**src/rtl/nflash_pkg.sv**
```systemverilog
// Shared command codes, status bit positions and state types for the
// dual-lane NOR flash command interface.
package nflash_pkg;

    localparam logic [7:0] OP_READ_ARRAY  = 8'hFF;
    localparam logic [7:0] OP_READ_STATUS = 8'h70;
    localparam logic [7:0] OP_CLEAR       = 8'h50;
    localparam logic [7:0] OP_PROGRAM     = 8'h40;
    localparam logic [7:0] OP_LOCK_SETUP  = 8'h60;
    localparam logic [7:0] OP_LOCK        = 8'h01;
    localparam logic [7:0] OP_CONFIRM     = 8'hD0;
    localparam logic [7:0] OP_IDENT       = 8'h90;
    localparam logic [7:0] OP_QUERY       = 8'h98;
    localparam logic [7:0] OP_BUF_WRITE   = 8'hE8;
    localparam logic [7:0] OP_ERASE       = 8'h20;

    localparam int ST_READY     = 7;
    localparam int ST_ERASE_ERR = 5;
    localparam int ST_PROG_ERR  = 4;
    localparam int ST_LOCKED    = 1;

    typedef enum logic [1:0] {
        RD_ARRAY,
        RD_STATUS,
        RD_IDENT,
        RD_QUERY
    } rd_mode_t;

    typedef enum logic [1:0] {
        PEND_NONE,
        PEND_PROG,
        PEND_LOCK,
        PEND_ERASE
    } pend_t;

endpackage

```
**src/rtl/nflash_store.sv**
```systemverilog
// Per-lane storage: word array plus one lock bit per block.
// Assumes a single shared address for read and update; program ANDs the
// data into the word, erase fills a whole block with ones, lock_we writes
// the lock bit of the addressed block. Reset fills ones and locks all blocks.
module nflash_store #(
    parameter int W  = 16,
    parameter int AW = 6,
    parameter int BW = 2
) (
    input  logic          clk,
    input  logic          rst_n,
    input  logic [AW-1:0] addr,
    input  logic          prog_en,
    input  logic [W-1:0]  prog_data,
    input  logic          erase_en,
    input  logic          lock_we,
    input  logic          lock_val,
    output logic [W-1:0]  rd_word,
    output logic          rd_locked
);
    localparam int DEPTH     = 1 << AW;
    localparam int OW        = AW - BW;
    localparam int NBLK      = 1 << BW;
    localparam int BLK_WORDS = 1 << OW;

    logic [W-1:0]    mem [DEPTH];
    logic [NBLK-1:0] lock_q;
    logic [BW-1:0]   blk;

    assign blk       = addr[AW-1:OW];
    assign rd_word   = mem[addr];
    assign rd_locked = lock_q[blk];

    // Array and lock bit update
    always_ff @(posedge clk) begin
        if (!rst_n) begin
            for (int i = 0; i < DEPTH; i++) mem[i] <= '1;
            lock_q <= '1;
        end else begin
            if (prog_en) mem[addr] <= mem[addr] & prog_data;
            if (erase_en) begin
                for (int i = 0; i < BLK_WORDS; i++) mem[{blk, i[OW-1:0]}] <= '1;
            end
            if (lock_we) lock_q[blk] <= lock_val;
        end
    end

    // Capture of the last programmed word for the bit-clearing check
    logic [AW-1:0] chk_addr;
    logic [W-1:0]  chk_old;
    logic [W-1:0]  chk_data;
    logic          chk_v;
    always_ff @(posedge clk) begin
        if (!rst_n) begin
            chk_v    <= 1'b0;
            chk_addr <= '0;
            chk_old  <= '0;
            chk_data <= '0;
        end else begin
            chk_v    <= prog_en;
            chk_addr <= addr;
            chk_old  <= mem[addr];
            chk_data <= prog_data;
        end
    end

    AST_PROG_ONLY_CLEARS: assert property (@(posedge clk) disable iff (!rst_n)
        chk_v |-> (((mem[chk_addr] & ~chk_old) == '0) && ((mem[chk_addr] & ~chk_data) == '0)));

endmodule

```
**src/rtl/nflash_lane.sv**
```systemverilog
// One 16-bit flash lane: command decoder, status register, busy timer and
// read-data mux in front of its own store. Assumes one bus write per cycle
// and at least four words per block (offsets 0..2 carry identifier data).
module nflash_lane
    import nflash_pkg::*;
#(
    parameter int          W         = 16,
    parameter int          AW        = 6,
    parameter int          BW        = 2,
    parameter int          PROG_CYC  = 8,
    parameter int          ERASE_CYC = 20,
    parameter logic [15:0] MFR_ID    = 16'h0089,
    parameter logic [15:0] DEV_ID    = 16'h0018
) (
    input  logic          clk,
    input  logic          rst_n,
    input  logic          wr_en,
    input  logic [AW-1:0] addr,
    input  logic [W-1:0]  wdata,
    output logic [W-1:0]  rdata,
    output logic          ready
);
    localparam int OW    = AW - BW;
    localparam int MAXC  = (PROG_CYC > ERASE_CYC) ? PROG_CYC : ERASE_CYC;
    localparam int CNT_W = $clog2(MAXC + 1);

    rd_mode_t       mode;
    pend_t          pend;
    logic           st_pe, st_ee, st_bl;
    logic [CNT_W-1:0] busy_cnt;
    logic           busy, acc;
    logic [7:0]     op;
    logic [7:0]     stat;
    logic [W-1:0]   arr_word;
    logic           blk_locked;
    logic           prog_en, erase_en, lock_we, lock_val;

    assign op    = wdata[7:0];
    assign busy  = (busy_cnt != '0);
    assign acc   = wr_en && !busy;
    assign ready = !busy;
    assign stat  = {!busy, 1'b0, st_ee, st_pe, 2'b00, st_bl, 1'b0};

    // Store update strobes from the second cycle of each sequence
    always_comb begin
        prog_en  = acc && (pend == PEND_PROG) && !blk_locked;
        erase_en = acc && (pend == PEND_ERASE) && (op == OP_CONFIRM) && !blk_locked;
        lock_we  = acc && (pend == PEND_LOCK) && ((op == OP_LOCK) || (op == OP_CONFIRM));
        lock_val = (op == OP_LOCK);
    end

    // Command decoder, status flags and busy timer
    always_ff @(posedge clk) begin
        if (!rst_n) begin
            mode     <= RD_ARRAY;
            pend     <= PEND_NONE;
            st_pe    <= 1'b0;
            st_ee    <= 1'b0;
            st_bl    <= 1'b0;
            busy_cnt <= '0;
        end else begin
            if (busy) busy_cnt <= busy_cnt - 1'b1;
            if (acc) begin
                case (pend)
                    PEND_PROG: begin
                        pend <= PEND_NONE;
                        mode <= RD_STATUS;
                        if (blk_locked) begin
                            st_pe <= 1'b1;
                            st_bl <= 1'b1;
                        end else begin
                            busy_cnt <= CNT_W'(PROG_CYC);
                        end
                    end
                    PEND_LOCK: begin
                        pend <= PEND_NONE;
                        mode <= RD_STATUS;
                    end
                    PEND_ERASE: begin
                        pend <= PEND_NONE;
                        mode <= RD_STATUS;
                        if (op == OP_CONFIRM) begin
                            if (blk_locked) begin
                                st_ee <= 1'b1;
                                st_bl <= 1'b1;
                            end else begin
                                busy_cnt <= CNT_W'(ERASE_CYC);
                            end
                        end
                    end
                    default: begin
                        case (op)
                            OP_READ_ARRAY:  mode <= RD_ARRAY;
                            OP_READ_STATUS: mode <= RD_STATUS;
                            OP_CLEAR: begin
                                st_pe <= 1'b0;
                                st_ee <= 1'b0;
                                st_bl <= 1'b0;
                            end
                            OP_PROGRAM: begin
                                pend <= PEND_PROG;
                                mode <= RD_STATUS;
                            end
                            OP_LOCK_SETUP: begin
                                pend <= PEND_LOCK;
                                mode <= RD_STATUS;
                            end
                            OP_ERASE: begin
                                pend <= PEND_ERASE;
                                mode <= RD_STATUS;
                            end
                            OP_IDENT:     mode <= RD_IDENT;
                            OP_QUERY:     mode <= RD_QUERY;
                            OP_BUF_WRITE: mode <= RD_STATUS;
                            default: ;
                        endcase
                    end
                endcase
            end
        end
    end

    // Read data selection by mode
    always_comb begin
        case (mode)
            RD_ARRAY:  rdata = arr_word;
            RD_STATUS: rdata = W'(stat);
            RD_IDENT: begin
                if (addr[OW-1:0] == OW'(0))      rdata = W'(MFR_ID);
                else if (addr[OW-1:0] == OW'(1)) rdata = W'(DEV_ID);
                else if (addr[OW-1:0] == OW'(2)) rdata = W'(blk_locked);
                else                             rdata = '0;
            end
            default:   rdata = '0;
        endcase
    end

    nflash_store #(
        .W  (W),
        .AW (AW),
        .BW (BW)
    ) u_store (
        .clk       (clk),
        .rst_n     (rst_n),
        .addr      (addr),
        .prog_en   (prog_en),
        .prog_data (wdata),
        .erase_en  (erase_en),
        .lock_we   (lock_we),
        .lock_val  (lock_val),
        .rd_word   (arr_word),
        .rd_locked (blk_locked)
    );

    AST_PROG_DROPS_READY: assert property (@(posedge clk) disable iff (!rst_n)
        (acc && (pend == PEND_PROG) && !blk_locked) |=> !ready);

    AST_LOCKED_PROG_FLAGS: assert property (@(posedge clk) disable iff (!rst_n)
        (acc && (pend == PEND_PROG) && blk_locked) |=> (stat[ST_PROG_ERR] && stat[ST_LOCKED] && ready));

    AST_CLEAR_EMPTIES: assert property (@(posedge clk) disable iff (!rst_n)
        (acc && (pend == PEND_NONE) && (op == OP_CLEAR)) |=>
        (!stat[ST_ERASE_ERR] && !stat[ST_PROG_ERR] && !stat[ST_LOCKED] && $stable(mode)));

    AST_BUSY_IGNORES: assert property (@(posedge clk) disable iff (!rst_n)
        (wr_en && busy) |=> ($stable(mode) && $stable(pend)));

endmodule

```
**src/rtl/nflash_dual.sv**
```systemverilog
// Top level: LANES identical flash lanes side by side on one data bus.
// Each lane owns one LANE_W slice of wdata/rdata; all share addr and wr_en.
// Combined ready is the AND of the lanes' ready bits.
module nflash_dual #(
    parameter int          LANES     = 2,
    parameter int          LANE_W    = 16,
    parameter int          AW        = 6,
    parameter int          BW        = 2,
    parameter int          PROG_CYC  = 8,
    parameter int          ERASE_CYC = 20,
    parameter logic [15:0] MFR_ID    = 16'h0089,
    parameter logic [15:0] DEV_ID    = 16'h0018
) (
    input  logic                    clk,
    input  logic                    rst_n,
    input  logic                    wr_en,
    input  logic [AW-1:0]           addr,
    input  logic [LANES*LANE_W-1:0] wdata,
    output logic [LANES*LANE_W-1:0] rdata,
    output logic                    ready
);
    logic [LANES-1:0] lane_rdy;

    // One lane per data slice
    for (genvar g = 0; g < LANES; g++) begin : g_lane
        nflash_lane #(
            .W         (LANE_W),
            .AW        (AW),
            .BW        (BW),
            .PROG_CYC  (PROG_CYC),
            .ERASE_CYC (ERASE_CYC),
            .MFR_ID    (MFR_ID),
            .DEV_ID    (DEV_ID)
        ) u_lane (
            .clk   (clk),
            .rst_n (rst_n),
            .wr_en (wr_en),
            .addr  (addr),
            .wdata (wdata[g*LANE_W +: LANE_W]),
            .rdata (rdata[g*LANE_W +: LANE_W]),
            .ready (lane_rdy[g])
        );
    end

    assign ready = &lane_rdy;

    AST_READY_NEEDS_ALL: assert property (@(posedge clk) disable iff (!rst_n)
        ready |-> (lane_rdy == {LANES{1'b1}}));

endmodule

```
**config.mk**
```make
export PLATFORM = sky130hd
export DESIGN_NAME = nflash_dual
export DESIGN_NICKNAME = d
export VERILOG_FILES = /design/src/rtl/nflash_pkg.sv /design/src/rtl/nflash_store.sv /design/src/rtl/nflash_lane.sv /design/src/rtl/nflash_dual.sv
export SDC_FILE = /design/constraint.sdc
export NUM_CORES = 2
export LEC_CHECK = 0
export CAP_MARGIN = 10
export CORE_MARGIN = 3
export CORE_UTILIZATION = 55
export CTS_CLUSTER_SIZE = 28
export DETAILED_ROUTE_END_ITERATION = 6
export PLACE_DENSITY = 0.69
export SLEW_MARGIN = 10
export SYNTH_ARGS = -nofsm -noshare
export SYNTH_HDL_FRONTEND = slang
export SYNTH_SLANG_ARGS = --single-unit
```
**constraint.sdc**
```tcl
create_clock -name clk -period 3.21 [get_ports clk]
set_input_delay 0.321 -clock clk [delete_from_list [all_inputs] [get_ports clk]]
set_output_delay 0.321 -clock clk [all_outputs]
set_load 0.1 [all_outputs]
```
# Yosys cells after proc, flatten, opt, wreduce, memory -nomap -nowiden

Memory sizes are Yosys's and may differ from the RTL's.
Cells that the tools add are included.

Equality and inequality tests: 40
Reduce and logical (&&, ||, !) cells: 91
Magnitude comparators: 2
Bitwise logic cells: 8
$add $sub $neg: 2
Mux-type cells: 167

Operators by type and width:

| kind                                             | count |
|---|---|
| 2-to-1 mux 16 bit                                | 38 |
| OR reduction 16 bit                              | 34 |
| 2-to-1 mux 6 bit                                 | 34 |
| one-hot mux 16 bit (3 select lines)              | 2 |
| == test 8 bit, second input constant             | 10 |
| == test 8 x 7 -> 1 bit, second input constant    | 8 |
| 2-to-1 mux 1 bit                                 | 62 |
| 2-to-1 mux 5 bit                                 | 10 |
| AND 16 bit                                       | 2 |
| one-hot mux 5 bit (2 select lines)               | 2 |
| nonzero test 5 bit                               | 4 |
| logical AND 1 bit                                | 17 |
| == test 8 x 1 -> 1 bit, second input constant    | 2 |
| == test 8 x 6 -> 1 bit, second input constant    | 2 |
| one-hot mux 2 bit (4 select lines)               | 2 |
| AND reduction 4 bit                              | 4 |
| == test 2 bit, second input constant             | 6 |
| one-hot mux 2 bit (3 select lines)               | 2 |
| AND reduction 2 bit                              | 5 |
| AND reduction 5 bit                              | 2 |
| OR reduction 5 bit                               | 2 |
| subtractor 5 x 1 -> 5 bit, second input constant | 2 |
| bitwise mux 4 bit                                | 2 |
| == test 2 x 1 -> 1 bit, second input constant    | 4 |
| 21 further kinds                                 | 52 |

Bits in registers: 32
Bits in writable memories: 2048
Input bits: 41
Output and inout bits: 33
Word-level logic and storage cells: 326
Memories: 2

Memory list:

| name                         | words | bits a word | rd ports | clocked after memory_dff | wr ports | RTL line           | text |
|---|---|---|---|---|---|---|---|
| g_lane[0].u_lane.u_store.mem | 64    | 16          | 1        | 0                        | 64       | nflash_store.sv:26 | `logic [W-1:0] mem [DEPTH];` |
| g_lane[1].u_lane.u_store.mem | 64    | 16          | 1        | 0                        | 64       | nflash_store.sv:26 |  |

# Logic depth before layout (Yosys ltp)

Depth after elaboration: 11
Mapped depth: 15
Mapped depth without buffers: 9

# Modules after synthesis

Synthesis repeated with hierarchy kept, for this count alone.

Cells, all modules: 12472
Area, all modules: 106726.1 um^2

By module, submodules not included:

| module                                  | area an instance (um^2) | cells an instance | times used |
|---|---|---|---|
| nflash_store (g_lane[0].u_lane.u_store) | 52542.9                 | 6056              | 1 |
| nflash_store (g_lane[1].u_lane.u_store) | 51957.3                 | 6139              | 1 |
| nflash_lane                             | 1109.8                  | 138               | 2 |
| nflash_dual                             | 6.3                     | 1                 | 1 |

# Worst setup path before layout

Ideal clock, no wire load.

Path kind: input port to output port
From: input addr[0]
To: output rdata[3]
Data required time: 2.889 ns
Path slack: -1.490 ns
Arrival time: 4.379 ns
Path buffers: 6
Stages: 12
Cell sequence: buf_6 buf_12 buf_8 buf_12 buf_12 buf_6 mux2i_1 a221oi_1 o22ai_1 nor4_4 a211oi_1 a211oi_1

Longest elaborated chain between the ends: 4

Ends and longest elaborated chain:

| element                                                      | RTL line           | text |
|---|---|---|
| start: declaration                                           | nflash_dual.sv:17  | `input logic [AW-1:0] addr,` |
| branches (longest 3 deep; another with memory (64 x 16 bit)) | --                 |  |
| one-hot mux 16 bit (3 select lines) *                        | nflash_lane.sv:125 | `case (mode)` |
| end: declaration                                             | nflash_dual.sv:19  | `output logic [LANES*LANE_W-1:0] rdata,` |

Mark *: on every way between the ends.

# Final worst setup path

From: memory g_lane[0].u_lane.u_store.mem[7][4]
To: output rdata[4]

Longest elaborated chain between the ends: 2

Ends and longest elaborated chain:

| element                             | RTL line |
|---|---|
| start: declaration                  | nflash_store.sv:26 |
| memory (64 x 16 bit)                | -- |
| one-hot mux 16 bit (3 select lines) | nflash_lane.sv:125 |

Every way passes these cells.

==> results by group <==
Run status
  – Status: finished with violations
  – Failing checks: setup timing

STA
  – F_max: 302 MHz
  – Count of final setup violators: 6
  – Worst slew pin tran: 0.855 ns
  – Final hold slack: 0.0978 ns
  – Period Utilization, post-route: 103%
  – Final WS setup: -0.102 ns
  – RSZ-0062 raised after global routing: yes
  – Worst slew margin: 43.0%
  – Max Slew Vio Count: 0
  – Endpoints failing hold: 0
  – Setup Skew: 0.0310 ns
  – Final min period: 3.31 ns

Logic synthesis
  – Post-Syn Area per Cell: 10.7 µm²
  – Commonest cells post-synth: dfxtp_1, nor2_1, o22a_1, a21oi_1, buf_2
  – Synthesis Warnings: 0
  – Most frequent cell after synthesis: dfxtp_1
  – Mapped Nets: 7,928
  – Synth cell types: 96
  – Top_reg_cell synth: dfxtp_1
  – Top cells by area, synth: dfxtp_1, o22a_1, mux4_2
  – Share of the synthesized area in the top cell type: 49.4%
  – Yosys top cell by area: dfxtp_1
  – Post-synth EDFFs: 0
  – Post-Syn Area: 84,200 µm²
  – Async SR Flop Fraction: 0%
  – Register area share after synthesis: 49.4%
  – Seq cells post-synth: 2,080
  – Mapped Cells: 7,877

Detailed routing
  – Average wire per standard cell: 27.9 µm
  – DR iter-0 viols: 7,831
  – DRC Markers: 0
  – Drt total wl: 289 mm
  – Via count: 69,300
  – Post-route ant nets: 0
  – Routed vias/inst: 6.70
  – First-pass DRT Iterations: 7

Worst setup path
  – CP Capture Type: primary output
  – CP Launch Point: g_lane[0].u_lane.u_store.mem[7][4]
  – Critical Path AT: 2.99 ns
  – Peak fanout along the critical path: 2
  – Crit Path Category: flip-flop to primary output
  – R2r startpoint: g_lane[1].u_lane.busy_cnt[0]
  – R2R cell count: 10
  – Critical Path RT: 2.89 ns
  – Worst flop-to-flop path endpoint: g_lane[1].u_lane.u_store.mem[26][14]
  – Startpoint types: flip-flop
  – Worst reg-to-reg setup slack: 0.11 ns

Worst hold path
  – Hold EP: g_lane[1].u_lane.u_store.mem[18][4]
  – Min-delay worst type: primary input to flip-flop
  – Hold_sp: addr[4]
  – Hold Crit Depth: 3

Floorplan
  – Die height: 397 µm
  – Row count: 142
  – Starting Density: 55.8%
  – Die area: 158,000 µm²
  – Num ports: 74
  – Core footprint: 151,000 µm²
  – Die Width: 397 µm

Global routing
  – First-pass GRT wire length: 431 mm
  – Antenna violations before repair: 3
  – Total gr overflow: 0
  – Largest net degree at the start of global routing: 72
  – Global Route Usage Sum: 35.7%
  – Vias in the first global route: 67,800

Placed design
  – Post-Place Setup Slack: -0.364 ns
  – Cell Area, Placed: 92,200 µm²
  – Gpl congestion: 0.993
  – Port Buf Inserts: 73
  – DP HPWL: 194 mm

Power and ir drop
  – Max IR drop VDD: 0.562 mV
  – Leakage power: 35.2 nW
  – PwrDens: 562 nW/µm²

Clocking
  – CTS Hold Bufs: 0
  – Clk_lat worst skew: 0.83 ns
  – Clock root buffer: clkbuf_16
  – Clock transition at path regs: 0.07 ns
  – Clock sinks: 2,080
  – H-tree depth: 4
  – Clock Path Buffers: 3
  – CTS Buf Count: 205
  – TritonCTS clock tree: done

Run
  – Max-cap violations: 0

Final layout
  – Post-route cell area: 100,000 µm²
  – Area growth syn-to-layout: 18.9%
  – Layout Nets: 8,208
  – Layout cells sized above 1: 21.9%
## cells by family after synthesis
family | count (synthesis) | share of synthesized area (%)
flip-flops | 2080 | 49.4
AO/OA/AOI/OAI | 2646 | 22.5
adder cells (fa/ha/maj) | 10 | 0.149
buffers and inverters | 772 | 5.51
multiplexers | 729 | 14.1
AND/OR/NAND/NOR | 1636 | 8.25
XOR/XNOR | 4 | 0.0416
## power by group
part	internal (mW)	total, mW	switching [mW]
sequential	25.8	25.9	0.0291
combinational	1.81	5.39	3.59
clock	14.6	25.0	10.4
## critical path, cell delays in order (launching register included)
cell,delay (ns)
dfxtp_1,0.31
mux4_2,0.48
nand2_2,0.12
a311oi_1,0.14
buf_4,0.20
a2111oi_4,0.35
buf_4,0.18
o211ai_1,0.16
buf_12,0.24
## worst max path at each step
stage | cells after the start | slack [ns] | to
CTS | 8 | -0.14 | rdata[19]
finish | 8 | -0.10 | rdata[4]
floorplan | 11 | -0.24 | rdata[4]
detailed placement | 13 | -0.36 | rdata[5]
global placement | 13 | -0.40 | rdata[5]
global route | 8 | -0.16 | rdata[4]
## per-layer routing
layer,part of all wire [%],wire (µm),global-route usage (%),vias up
met5,0.0080,23,0,-
met4,5.8,16900,18.7,4
met3,11,30500,7.76,900
met2,45,130000,55.6,3955
met1,39,112000,46.6,34600
li1,-,-,-,29900
## flip-flops by register name (all words and copies together) (netlist names)
name / cells
g_lane.u_lane.busy_cnt: 10
g_lane.u_lane.mode: 4
g_lane.u_lane.pend: 4
g_lane.u_lane.st_bl: 2
g_lane.u_lane.st_ee: 2
g_lane.u_lane.st_pe: 2
g_lane.u_lane.u_store.lock_q: 8
g_lane.u_lane.u_store.mem: 2048
## cells in the final DEF (no fill, tap or decap), drive strengths merged, types with 38 or more instances in the layout
master   synthesis  final
a21oi         1020   1020
a22oi          151    151
a2bb2oi         63     63
and3            38     38
buf            608    790
clkbuf         143    309
dfxtp         2080   2080
mux2i          345    345
mux4           364    364
nand2          276    276
nand3           71     71
nor2          1098   1098
o21ai          146    146
o22a           965    965
o22ai           50     50
o32a           102    102
## metrics by stage
stage	TNS [ns]	power, mW	std cells	utilization, %
2_1_floorplan	-0.390	29.3	7877	-
4_1_cts	-0.575	56.2	10300	66.1
5_1_grt	-0.715	57.5	10300	66.3
3_3_place_gp	-29.17	31.5	9952	61.0
6_report	-0.318	56.3	10300	66.3
3_5_place_dp	-36.70	31.5	9952	61.0
## layout make-up
type	count	area (µm²)
flip-flops and latches	2080	41700
diodes	3	7.51
clock inverters	70	937
fillers	11400	50900
well taps	2016	2520
multi-input cells	5025	39000
clock buffers	308	6100
repair buffers	824	9880
inverters	21	80.1
## what timing repair did
item,in CTS,in global routing
endpoints found under the setup margin,28,234
buffers inserted,13,5
gates resized for setup,99,93
pin swaps,37,37
Power figures use the tool's default switching activity.
